### src/rtl/irqc_pkg.sv
package irqc_pkg;
  localparam int SRC_W   = 7;
  // flag positions decoded by neighbouring blocks
  localparam int POS_T1  = 6;
  localparam int POS_T2  = 5;
  localparam int POS_PB1 = 4;
  localparam int POS_PB2 = 3;
  localparam int POS_SR  = 2;
  localparam int POS_PA1 = 1;
  localparam int POS_PA2 = 0;
  localparam logic SEL_FLAG = 1'b0;
  localparam logic SEL_ENA  = 1'b1;
endpackage

### src/rtl/irqc_clear_gen.sv
module irqc_clear_gen #(
  parameter int NSRC = irqc_pkg::SRC_W
) (
  input  logic [NSRC-1:0] src_clr,
  input  logic            flag_wr,
  input  logic [NSRC-1:0] wr_bits,
  input  logic            pa_access,
  input  logic            pb_access,
  input  logic            ca2_indep,
  input  logic            cb2_indep,
  output logic [NSRC-1:0] clr_vec
);
  import irqc_pkg::*;

  always_comb begin
    clr_vec = src_clr;
    if (flag_wr) clr_vec = clr_vec | wr_bits;
    if (pb_access) begin
      clr_vec[POS_PB1] = 1'b1;
      if (!cb2_indep) clr_vec[POS_PB2] = 1'b1;
    end
    if (pa_access) begin
      clr_vec[POS_PA1] = 1'b1;
      if (!ca2_indep) clr_vec[POS_PA2] = 1'b1;
    end
  end
endmodule

### src/rtl/irqc_flag_bank.sv
module irqc_flag_bank #(
  parameter int NSRC = irqc_pkg::SRC_W
) (
  input  logic            clk,
  input  logic            rst_n,
  input  logic            flag_rst,
  input  logic [NSRC-1:0] set_vec,
  input  logic [NSRC-1:0] clr_vec,
  output logic [NSRC-1:0] flag_q
);
  for (genvar i = 0; i < NSRC; i++) begin : g_flag
    always_ff @(posedge clk or negedge rst_n) begin
      if (!rst_n)          flag_q[i] <= 1'b0;
      else if (flag_rst)   flag_q[i] <= 1'b0;
      else if (set_vec[i]) flag_q[i] <= 1'b1;  // set beats clear
      else if (clr_vec[i]) flag_q[i] <= 1'b0;
    end
  end
endmodule

### src/rtl/irqc_enable_reg.sv
module irqc_enable_reg #(
  parameter int NSRC = irqc_pkg::SRC_W
) (
  input  logic            clk,
  input  logic            rst_n,
  input  logic            ena_wr,
  input  logic            set_mode,
  input  logic [NSRC-1:0] wr_bits,
  output logic [NSRC-1:0] en_q
);
  always_ff @(posedge clk or negedge rst_n) begin
    if (!rst_n)       en_q <= '0;
    else if (ena_wr) begin
      if (set_mode)   en_q <= en_q | wr_bits;
      else            en_q <= en_q & ~wr_bits;
    end
  end
endmodule

### src/rtl/irq_flag_ctrl.sv
module irq_flag_ctrl #(
  parameter int NSRC = irqc_pkg::SRC_W,
  localparam int DW  = NSRC + 1
) (
  input  logic            clk,
  input  logic            rst_n,
  input  logic            flag_rst,
  input  logic [NSRC-1:0] src_set,
  input  logic [NSRC-1:0] src_clr,
  input  logic            reg_wr,
  input  logic            reg_addr,
  input  logic [DW-1:0]   reg_wdata,
  output logic [DW-1:0]   reg_rdata,
  input  logic            pa_access,
  input  logic            pb_access,
  input  logic            ca2_indep,
  input  logic            cb2_indep,
  output logic            irq
);
  import irqc_pkg::*;

  logic [NSRC-1:0] clr_vec;
  logic [NSRC-1:0] flag_q;
  logic [NSRC-1:0] en_q;
  logic            flag_wr;
  logic            ena_wr;
  logic            pending;

  assign flag_wr = reg_wr && (reg_addr == SEL_FLAG);
  assign ena_wr  = reg_wr && (reg_addr == SEL_ENA);

  irqc_clear_gen #(.NSRC(NSRC)) u_clr (
    .src_clr   (src_clr),
    .flag_wr   (flag_wr),
    .wr_bits   (reg_wdata[NSRC-1:0]),
    .pa_access (pa_access),
    .pb_access (pb_access),
    .ca2_indep (ca2_indep),
    .cb2_indep (cb2_indep),
    .clr_vec   (clr_vec)
  );

  irqc_flag_bank #(.NSRC(NSRC)) u_flags (
    .clk      (clk),
    .rst_n    (rst_n),
    .flag_rst (flag_rst),
    .set_vec  (src_set),
    .clr_vec  (clr_vec),
    .flag_q   (flag_q)
  );

  irqc_enable_reg #(.NSRC(NSRC)) u_ena (
    .clk      (clk),
    .rst_n    (rst_n),
    .ena_wr   (ena_wr),
    .set_mode (reg_wdata[NSRC]),
    .wr_bits  (reg_wdata[NSRC-1:0]),
    .en_q     (en_q)
  );

  assign pending = |(flag_q & en_q);

  always_ff @(posedge clk or negedge rst_n) begin
    if (!rst_n) irq <= 1'b0;
    else        irq <= pending;
  end

  always_comb begin
    if (reg_addr == SEL_FLAG) reg_rdata = {pending, flag_q};
    else                      reg_rdata = {1'b1, en_q};
  end
endmodule

### config.mk
export PLATFORM = sky130hd
export DESIGN_NAME = irq_flag_ctrl
export DESIGN_NICKNAME = d
export VERILOG_FILES = /design/src/rtl/irqc_pkg.sv /design/src/rtl/irqc_clear_gen.sv /design/src/rtl/irqc_flag_bank.sv /design/src/rtl/irqc_enable_reg.sv /design/src/rtl/irq_flag_ctrl.sv
export SDC_FILE = /design/constraint.sdc
export NUM_CORES = 1
export LEC_CHECK = 0
export ABC_AREA = 1
export ABC_CLOCK_PERIOD_IN_PS = 1180
export BUFFER_PORTS_ARGS = -buffer_cell sky130_fd_sc_hd__clkbuf_2
export CAP_MARGIN = 20
export CORE_MARGIN = 10
export CORE_UTILIZATION = 35
export DETAILED_ROUTE_END_ITERATION = 10
export GPL_ROUTABILITY_DRIVEN = 0
export PLACE_DENSITY = 0.64
export SYNTH_ARGS = -nofsm -noshare
export SYNTH_HDL_FRONTEND = slang
export SYNTH_SLANG_ARGS = --single-unit
### constraint.sdc
create_clock -name clk -period 1.18 [get_ports clk]
set_clock_uncertainty 0.1 [all_clocks]
set_input_delay 0.059 -clock clk [delete_from_list [all_inputs] [get_ports clk]]
set_output_delay 0.059 -clock clk [all_outputs]
set_load 0.05 [all_outputs]
==> flow_summary.json, run 1 <==
{
  "outcome": "finished, violations left",
  "p_sw_mw": 0.575,
  "worstPathMaxFanout": 2,
  "gr-max-usage-layer": "met2",
  "violations": "negative setup slack",
  "leakage_nw": 0.803,
  "hp-class": "in2reg",
  "synth_seq_cells": 15,
  "yosys.area.top_type": "dfrtp_1",
  "clockRootBuffer": "clkbuf_4",
  "finalWirelength_um": 2900,
  "overflow": 0,
  "htreeDepth": 1,
  "diodes": 0,
  "numPortBuffers": 39,
  "core_um2": 2210,
  "final_nets": 228,
  "drv_cap": 0,
  "hold_viol": 0,
  "area_growth_pct": 87.1,
  "rsz0062_at_grt": "yes",
  "met2_usage_pct": 24.7,
  "finalHoldWorstSlack_ps": 51.9,
  "drc": 0,
  "start_util_pct": 36.4,
  "cp-start-kind": "flop",
  "first_global_vias": 1062,
  "p_comb_share_pct": 41.8,
  "fin_area_um2": 1510,
  "cp-end-kind": "primary output",
  "vias_per_cell": 4.63,
  "syn_inst": 119,
  "swShare_pct": 36.5,
  "final_antenna_net_count": 0,
  "setup_viol": 4,
  "antenna_found_initial": 0,
  "timing_max_transition_violations_final": 0,
  "grt_max_degree": 16,
  "worst_slack_ps": -201,
  "insertion_delay_ps": 280,
  "placed_area_um2": 1070,
  "fin_crit_sh_pct": 117,
  "avgSynthCellArea_um2": 6.77,
  "die_x_um": 68.0,
  "timing.fmax_ghz": 0.724,
  "yosysSeqAreaShare_pct": 46.6,
  "dp_hpwl_um": 1970,
  "ir_worst_vdd_mv": 0.563,
  "worst-slew-pin-transition_ps": 389,
  "p_seq_share_pct": 38.9,
  "syn-num-nets": 150,
  "grtUsageMet3_pct": 3.92,
  "numCtsBuffers": 3,
  "dr.first_iter.drc_count": 37,
  "p_clk_share_pct": 19.3,
  "ios": 40,
  "use_met1_pct": 14.0,
  "cp.required_ps": 1020,
  "cp.arrival_ps": 1220,
  "num_vias": 1037,
  "yosys.cell_types.count": 12,
  "yosysWarnings": 0,
  "synthTopCellsByArea": "dfrtp_1 (47%), nand2_1 (20%), inv_1 (8.9%)",
  "min_period_ps": 1380,
  "powerDensity_nw_per_um2": 1050,
  "slew_headroom_pct": 74.1,
  "die_area_um2": 4620,
  "num_rows": 17,
  "post-route-util_pct": 68.2,
  "grt_pass1_wl_um": 4750,
  "p_int_mw": 1.00,
  "critPathKind": "reg2out",
  "grtUsageTotal_pct": 13.0,
  "cts_tree": "done",
  "die_h_um": 68.0,
  "clk_pin_slew_worst_paths_ps": 100,
  "firstDrtPassIters": 4,
  "cts.sinks": 15,
  "syn_area_um2": 806,
  "drive_gt1_share_pct": 34.2,
  "clockBufferDepth": 2,
  "yosysTopAreaCellShare_pct": 46.6,
  "wl_per_cell_um": 13.0
}
## per-layer routing
layer	vias to the layer above	wire length (µm)
met3	2	177
met2	30	1510
met1	480	1210
met4	0	9
li1	525	-
met5	-	0
## kinds of logic (layout without fill, tap and decap cells)
group / count (synthesis) / in the layout / synth area share (%)
flops: 15 / 15 / 46.6
buf+inv: 22 / 99 / 10.6
simple gates: 63 / 63 / 31.1
compound gates: 19 / 19 / 11.8
## final cells by class
type,count,area (µm²)
clock buffer,3,22.5
tap,28,35.0
fill,182,704
inverter,21,80.1
timing repair buffer,74,613
sequential,15,375
clock inverter,1,5.00
multi-input combinational,82,377
## stage by stage
stage	power, mW	instances	TNS [ps]	setup slack (ps)
after global routing	1.66	224	-766	-260
final	1.58	224	-500	-201
after CTS	1.53	222	-445	-192
after floorplan	0.916	119	-33.2	-33.2
after global placement	1.06	188	0	60.4
after detailed placement	1.07	188	0	39.9
## cells in the mapped netlist
master / instances
clkinv_2: 1
nor2_1: 9
inv_1: 19
nand2_1: 44
o21ai_1: 7
a21oi_1: 7
nand3_1: 9
dfrtp_1: 15
o21ai_0: 5
buf_2: 1
nand4_1: 1
inv_2: 1
## critical path, cell delays in order (launching register included)
cell and delay, ps:
dfrtp_1 410, nand2_1 70, nand2_1 60, nor2_2 100, nand4_1 100, clkbuf_8 190
## cell usage in the layout, fill, tap and decap left out
cell           count
dlygate4sd3_1     26
a21oi_1            7
o21ai_2            5
nor2_1             8
nand3_1            9
nand2_2            4
clkbuf_4           3
buf_6              3
clkbuf_8           1
inv_1             16
clkbuf_2          31
nand2_1           40
nand4_1            1
dfrtp_1           15
clkinv_2           2
buf_4              6
buf_8              7
nor2_2             1
o21ai_1            7
inv_2              4
## power groups by stage
stage                     Sequential, mW  Clock (mW)  Combinational, mW
after floorplan                    0.646           0              0.270
after global placement             0.621           0              0.442
after detailed placement           0.623           0              0.450
after CTS                          0.609       0.310              0.611
after global routing               0.619       0.334              0.707
final                              0.613       0.305              0.659
## timing repair
action                                  4_1_cts  5_1_grt
gates resized for setup                      19       15
setup buffers                                 4        2
hold buffers                                 26        0
endpoints found under the setup margin        8        8
hold endpoints to repair                     29        0
## path summary, 6_finish.rpt
kind / startpoint / endpoint / slack [ps] / cells after the start
worst max-delay path: flop / reg_rdata[7] / -200 / 5
worst min-delay path: cb2_indep / u_flags.flag_q[3] / 50 / 5
worst max register to register: flop / flop / 220 / 4
worst min register to register: flop / flop / 430 / 2
max in group asynchronous: rst_n / async pin / 580 / 2
min in group asynchronous: rst_n / u_flags.flag_q[1] / 120 / 2
Note: power is estimated with default switching activity, not from simulation.
==> inputs of run 2 (changes only) <==
- ABC_CLOCK_PERIOD_IN_PS: 1180 -> 1400
- clock period: 1.18 -> 1.4 ns (I/O delays scaled with it)
==> run 2 against run 1 <==
Critical endpoint unchanged; cell area down 11%; worst setup slack better by 220 ps; first-iteration DRC count down 8.1%; via count down 7.4%; largest cell class unchanged; cell count down 3.6%; non-clock buffer count down 8; utilization down 7.6 points; die area unchanged; hold slack worse by 25 ps; sequential power down 15%; power down 24%; the flow now finishes without violations.
==> flow_summary.json, run 2 (synthesis results as in run 1) <==
{
  "antenna_found_initial": 0,
  "cp.required_ps": 1230,
  "fin_area_um2": 1340,
  "clockRootBuffer": "clkbuf_4",
  "drive_gt1_share_pct": 24.5,
  "finalHoldWorstSlack_ps": 27.2,
  "placed_area_um2": 1030,
  "grt_pass1_wl_um": 4450,
  "clockBufferDepth": 2,
  "dp_hpwl_um": 1900,
  "start_util_pct": 36.4,
  "area_growth_pct": 66.1,
  "worstPathMaxFanout": 3,
  "hp-class": "in2reg",
  "min_period_ps": 1390,
  "worstHoldStart": "cb2_indep",
  "cp_cell_sequence": "nand2_1 > inv_1 > nor2_2 > nand4_1 > clkbuf_8",
  "cp-start-kind": "flop",
  "r2r_slack_ps": 470,
  "powerDensity_nw_per_um2": 890,
  "die_area_um2": 4620,
  "final_antenna_net_count": 0,
  "leakage_nw": 0.738,
  "cp_slowest_cell": "dfrtp_1",
  "critPathKind": "reg2out",
  "setup_viol": 0,
  "clk_pin_slew_worst_paths_ps": 90,
  "critPathTopFamily": "flip-flops",
  "layout_commonest_cell": "nand2_1",
  "outcome": "finished clean",
  "finalSetupTns_ps": 0,
  "cp-end-kind": "primary output",
  "num_vias": 960,
  "numCtsBuffers": 3,
  "numPortBuffers": 39,
  "critical_path_buf_inv_count": 2,
  "path_depth": 5,
  "insertion_delay_ps": 280,
  "grt_max_degree": 16,
  "reg2reg_depth": 4,
  "cts.sinks": 15,
  "wl_per_cell_um": 12.7,
  "dr.first_iter.drc_count": 34,
  "hold_viol": 0,
  "ios": 40,
  "grtUsageTotal_pct": 12.6,
  "core_um2": 2210,
  "firstDrtPassIters": 4,
  "die_x_um": 68.0,
  "rsz0062_at_grt": "yes",
  "htreeDepth": 1,
  "drv_cap": 0,
  "overflow": 0,
  "timing.fmax_ghz": 0.722,
  "critPathMaxStageDelay_ps": 400,
  "timing_max_transition_violations_final": 0,
  "finalWirelength_um": 2740,
  "slew_headroom_pct": 75.2,
  "worst-slew-pin-transition_ps": 371,
  "fin_crit_sh_pct": 98.9,
  "first_global_vias": 1013,
  "num_rows": 17,
  "final_nets": 220,
  "die_h_um": 68.0,
  "ir_worst_vdd_mv": 0.652,
  "cts_tree": "done",
  "diodes": 0,
  "cp.arrival_ps": 1220,
  "vias_per_cell": 4.44,
  "holdPathStages": 5,
  "drc": 0,
  "final_cell_mix": "nand2_1 (44), clkbuf_2 (38), dlygate4sd3_1 (25), inv_1 (19), dfrtp_1 (15)"
}
[run 2: power breakdown]
part / switching [mW] / leakage [nW] / total [mW] / internal, mW
clock network: 0.133 / 0.0150 / 0.244 / 0.110
logic: 0.268 / 0.535 / 0.430 / 0.161
registers: 0.0335 / 0.189 / 0.518 / 0.484
[run 2: final cells by class]
class / count / area (µm²)
repair buffers: 66 / 474
flip-flops and latches: 15 / 375
multi-input cells: 82 / 348
inverters: 21 / 80.1
well taps: 28 / 35.0
fillers: 215 / 873
clock buffers: 4 / 26.3
[run 2: metrics by stage]
step / util, % / instances / setup slack [ps] / total power [mW]
after global placement: 46.6 / 185 / 305 / 0.877
after global routing: 60.5 / 216 / -79.7 / 1.27
after detailed placement: 46.6 / 185 / 272 / 0.887
after floorplan: - / 119 / 157 / 0.762
after CTS: 60.0 / 215 / 10.9 / 1.20
final: 60.5 / 216 / 14.9 / 1.19
[run 2: tightest hold or removal path, stage by stage]
cell      delay (ps)
clkbuf_2          80
inv_1             40
nand2_1           40
nand3_1           80
a21oi_1           60
[run 2: per-layer routing]
layer  share of wire (%)  track usage (%)  up-vias
met1                  38             13.6      428
met5                   0                0        -
met3                 6.6             4.08        2
li1                    -                -      506
met4                0.51             3.77        0
met2                  55             22.9       24
[run 2: path summary, 6_finish.rpt]
check	to
setup / recovery	reg_rdata[7]
hold / removal	u_flags.flag_q[3]
setup reg to reg	irq
hold reg to reg	flop
max in group asynchronous	async pin
min in group asynchronous	u_flags.flag_q[4]
[run 2: repair_timing]
action	4_1_cts	5_1_grt
gates resized for setup	3	1
pin swaps	0	1
endpoints found under the setup margin	1	5
hold buffers	25	5
buffers inserted	1	0
hold endpoints to repair	29	4
==> inputs of run 3 (changes only) <==
- ABC_CLOCK_PERIOD_IN_PS: 1400 -> 1700
- clock period: 1.4 -> 1.7 ns (I/O delays scaled with it)
==> run 3 against run 2 <==
Cell area down 4.6%; via count grew 1.7%; die area unchanged; global-route usage is 0.90 points lower; worst setup slack improved by 230 ps; non-clock buffer count is 5 lower; sequential power decreased by 18%; critical path type unchanged.
==> flow_summary.json, run 3 (synthesis results as in run 1) <==
{
  "worst-slew-pin-transition_ps": 375,
  "num_vias": 976,
  "worstPathMaxFanout": 3,
  "htreeDepth": 1,
  "reg2reg_depth": 5,
  "cp.arrival_ps": 1270,
  "r2r_start": "u_flags.flag_q[3]",
  "numCtsBuffers": 3,
  "grtUsageTotal_pct": 11.7,
  "numPortBuffers": 39,
  "leakage_nw": 0.713,
  "timing.fmax_ghz": 0.687,
  "timing_max_transition_violations_final": 0,
  "hold_viol": 0,
  "layout_commonest_cell": "nand2_1",
  "num_rows": 17,
  "first_global_vias": 1006,
  "final_nets": 215,
  "setup_viol": 0,
  "min_period_ps": 1460,
  "grt_max_degree": 16,
  "p_total_mw": 0.963,
  "cts_hold_buf": 22,
  "dr.first_iter.drc_count": 46,
  "ir_worst_vdd_mv": 0.505,
  "cts_tree": "done",
  "overflow": 0,
  "grt_pass1_wl_um": 4310,
  "r2r_slack_ps": 290,
  "drc": 0,
  "fin_crit_sh_pct": 85.6,
  "ios": 40,
  "clockRootBuffer": "clkbuf_4",
  "post_cts_resized": 0,
  "cp.required_ps": 1510,
  "antenna_found_initial": 0,
  "post-route-util_pct": 57.7,
  "final_cell_mix": "nand2_1 (44), clkbuf_2 (39), dlygate4sd3_1 (22), inv_1 (19), dfrtp_1 (15)",
  "start_util_pct": 36.4,
  "cp-start-kind": "flop",
  "clockBufferDepth": 2,
  "cts.sinks": 15,
  "cp_slowest_cell": "dfrtp_1",
  "firstDrtPassIters": 4,
  "rsz0062_at_grt": "no",
  "clk_pin_slew_worst_paths_ps": 90,
  "powerDensity_nw_per_um2": 754,
  "drive_gt1_share_pct": 24.0,
  "critPathKind": "reg2out",
  "crit_start": "u_flags.flag_q[4]",
  "insertion_delay_ps": 280,
  "finalWirelength_um": 2510,
  "drv_cap": 0,
  "cp-endpoint": "reg_rdata[7]",
  "die_area_um2": 4620,
  "dp_hpwl_um": 1920,
  "area_growth_pct": 58.5,
  "core_um2": 2210,
  "final_antenna_net_count": 0,
  "reg2reg_to": "u_flags.flag_q[3]",
  "postCtsSetupRepairBufs": 0,
  "wl_per_cell_um": 11.9,
  "outcome": "finished clean",
  "vias_per_cell": 4.63,
  "diodes": 0,
  "critPathMaxStageDelay_ps": 410,
  "finalSetupTns_ps": 0,
  "crit_top_cell": "nand2_1",
  "hp-class": "in2reg",
  "die_h_um": 68.0,
  "cp-end-kind": "primary output",
  "cp_cell_sequence": "nand2_1 > nand2_1 > nor2_1 > nand4_1 > clkbuf_2",
  "slew_headroom_pct": 75.0,
  "die_x_um": 68.0
}
[run 3: cell types whose count changed in the layout (fill, tap and decap cells not counted), sizes merged]
cell and change:
buf -1, dlygate4sd3 -3, dlymetal6s4s -1
[run 3: layout make-up]
type                            count  area [µm²]
Clock buffer                        4        26.3
Timing Repair Buffer               61         415
Tap cell                           28        35.0
Sequential cell                    15         375
Inverter                           21        80.1
Fill cell                         230         935
Multi-Input combinational cell     82         345
[run 3: layer usage]
metal	GRT usage [%]	up-vias	routed length [µm]
li1	-	498	-
met1	12.5	445	979
met2	21.7	29	1340
met3	3.10	4	169
met4	3.77	0	26
met5	0	-	0
[run 3: worst max-delay path, delay by kind of cell (launching register included)]
family | cells | cell delay [ps]
DFF | 1 | 410
and+or+nand+nor | 4 | 330
buffers and inverters | 1 | 250
[run 3: worst min path at each step]
stage,cells past startpoint,slack [ps],from,to
2_1_floorplan,0,-310,rst_n,async pin
3_3_place_gp,1,-80,rst_n,u_flags.flag_q[1]
3_5_place_dp,1,-80,rst_n,u_flags.flag_q[3]
4_1_cts,3,70,reg_wdata[7],flop
5_1_grt,3,90,reg_wdata[7],flop
6_report,3,70,reg_wdata[7],flop
[run 3: metrics by stage]
| step | instance area [µm²] | setup slack [ps] | hold slack (ps) | instances |
|---|---|---|---|---|
| finish | 1280 | 244 | 71.6 | 211 |
| floorplan | 806 | 62.3 | -311 | 119 |
| global placement | 1030 | 590 | -77.7 | 185 |
| global route | 1280 | 98.1 | 88.6 | 211 |
| CTS | 1280 | 236 | 72.9 | 211 |
| detailed placement | 1030 | 554 | -81.5 | 185 |
[run 3: power breakdown]
part / switching [mW] / internal [mW]
logic: 0.212 / 0.120
registers: 0.0279 / 0.399
clock network: 0.114 / 0.0910
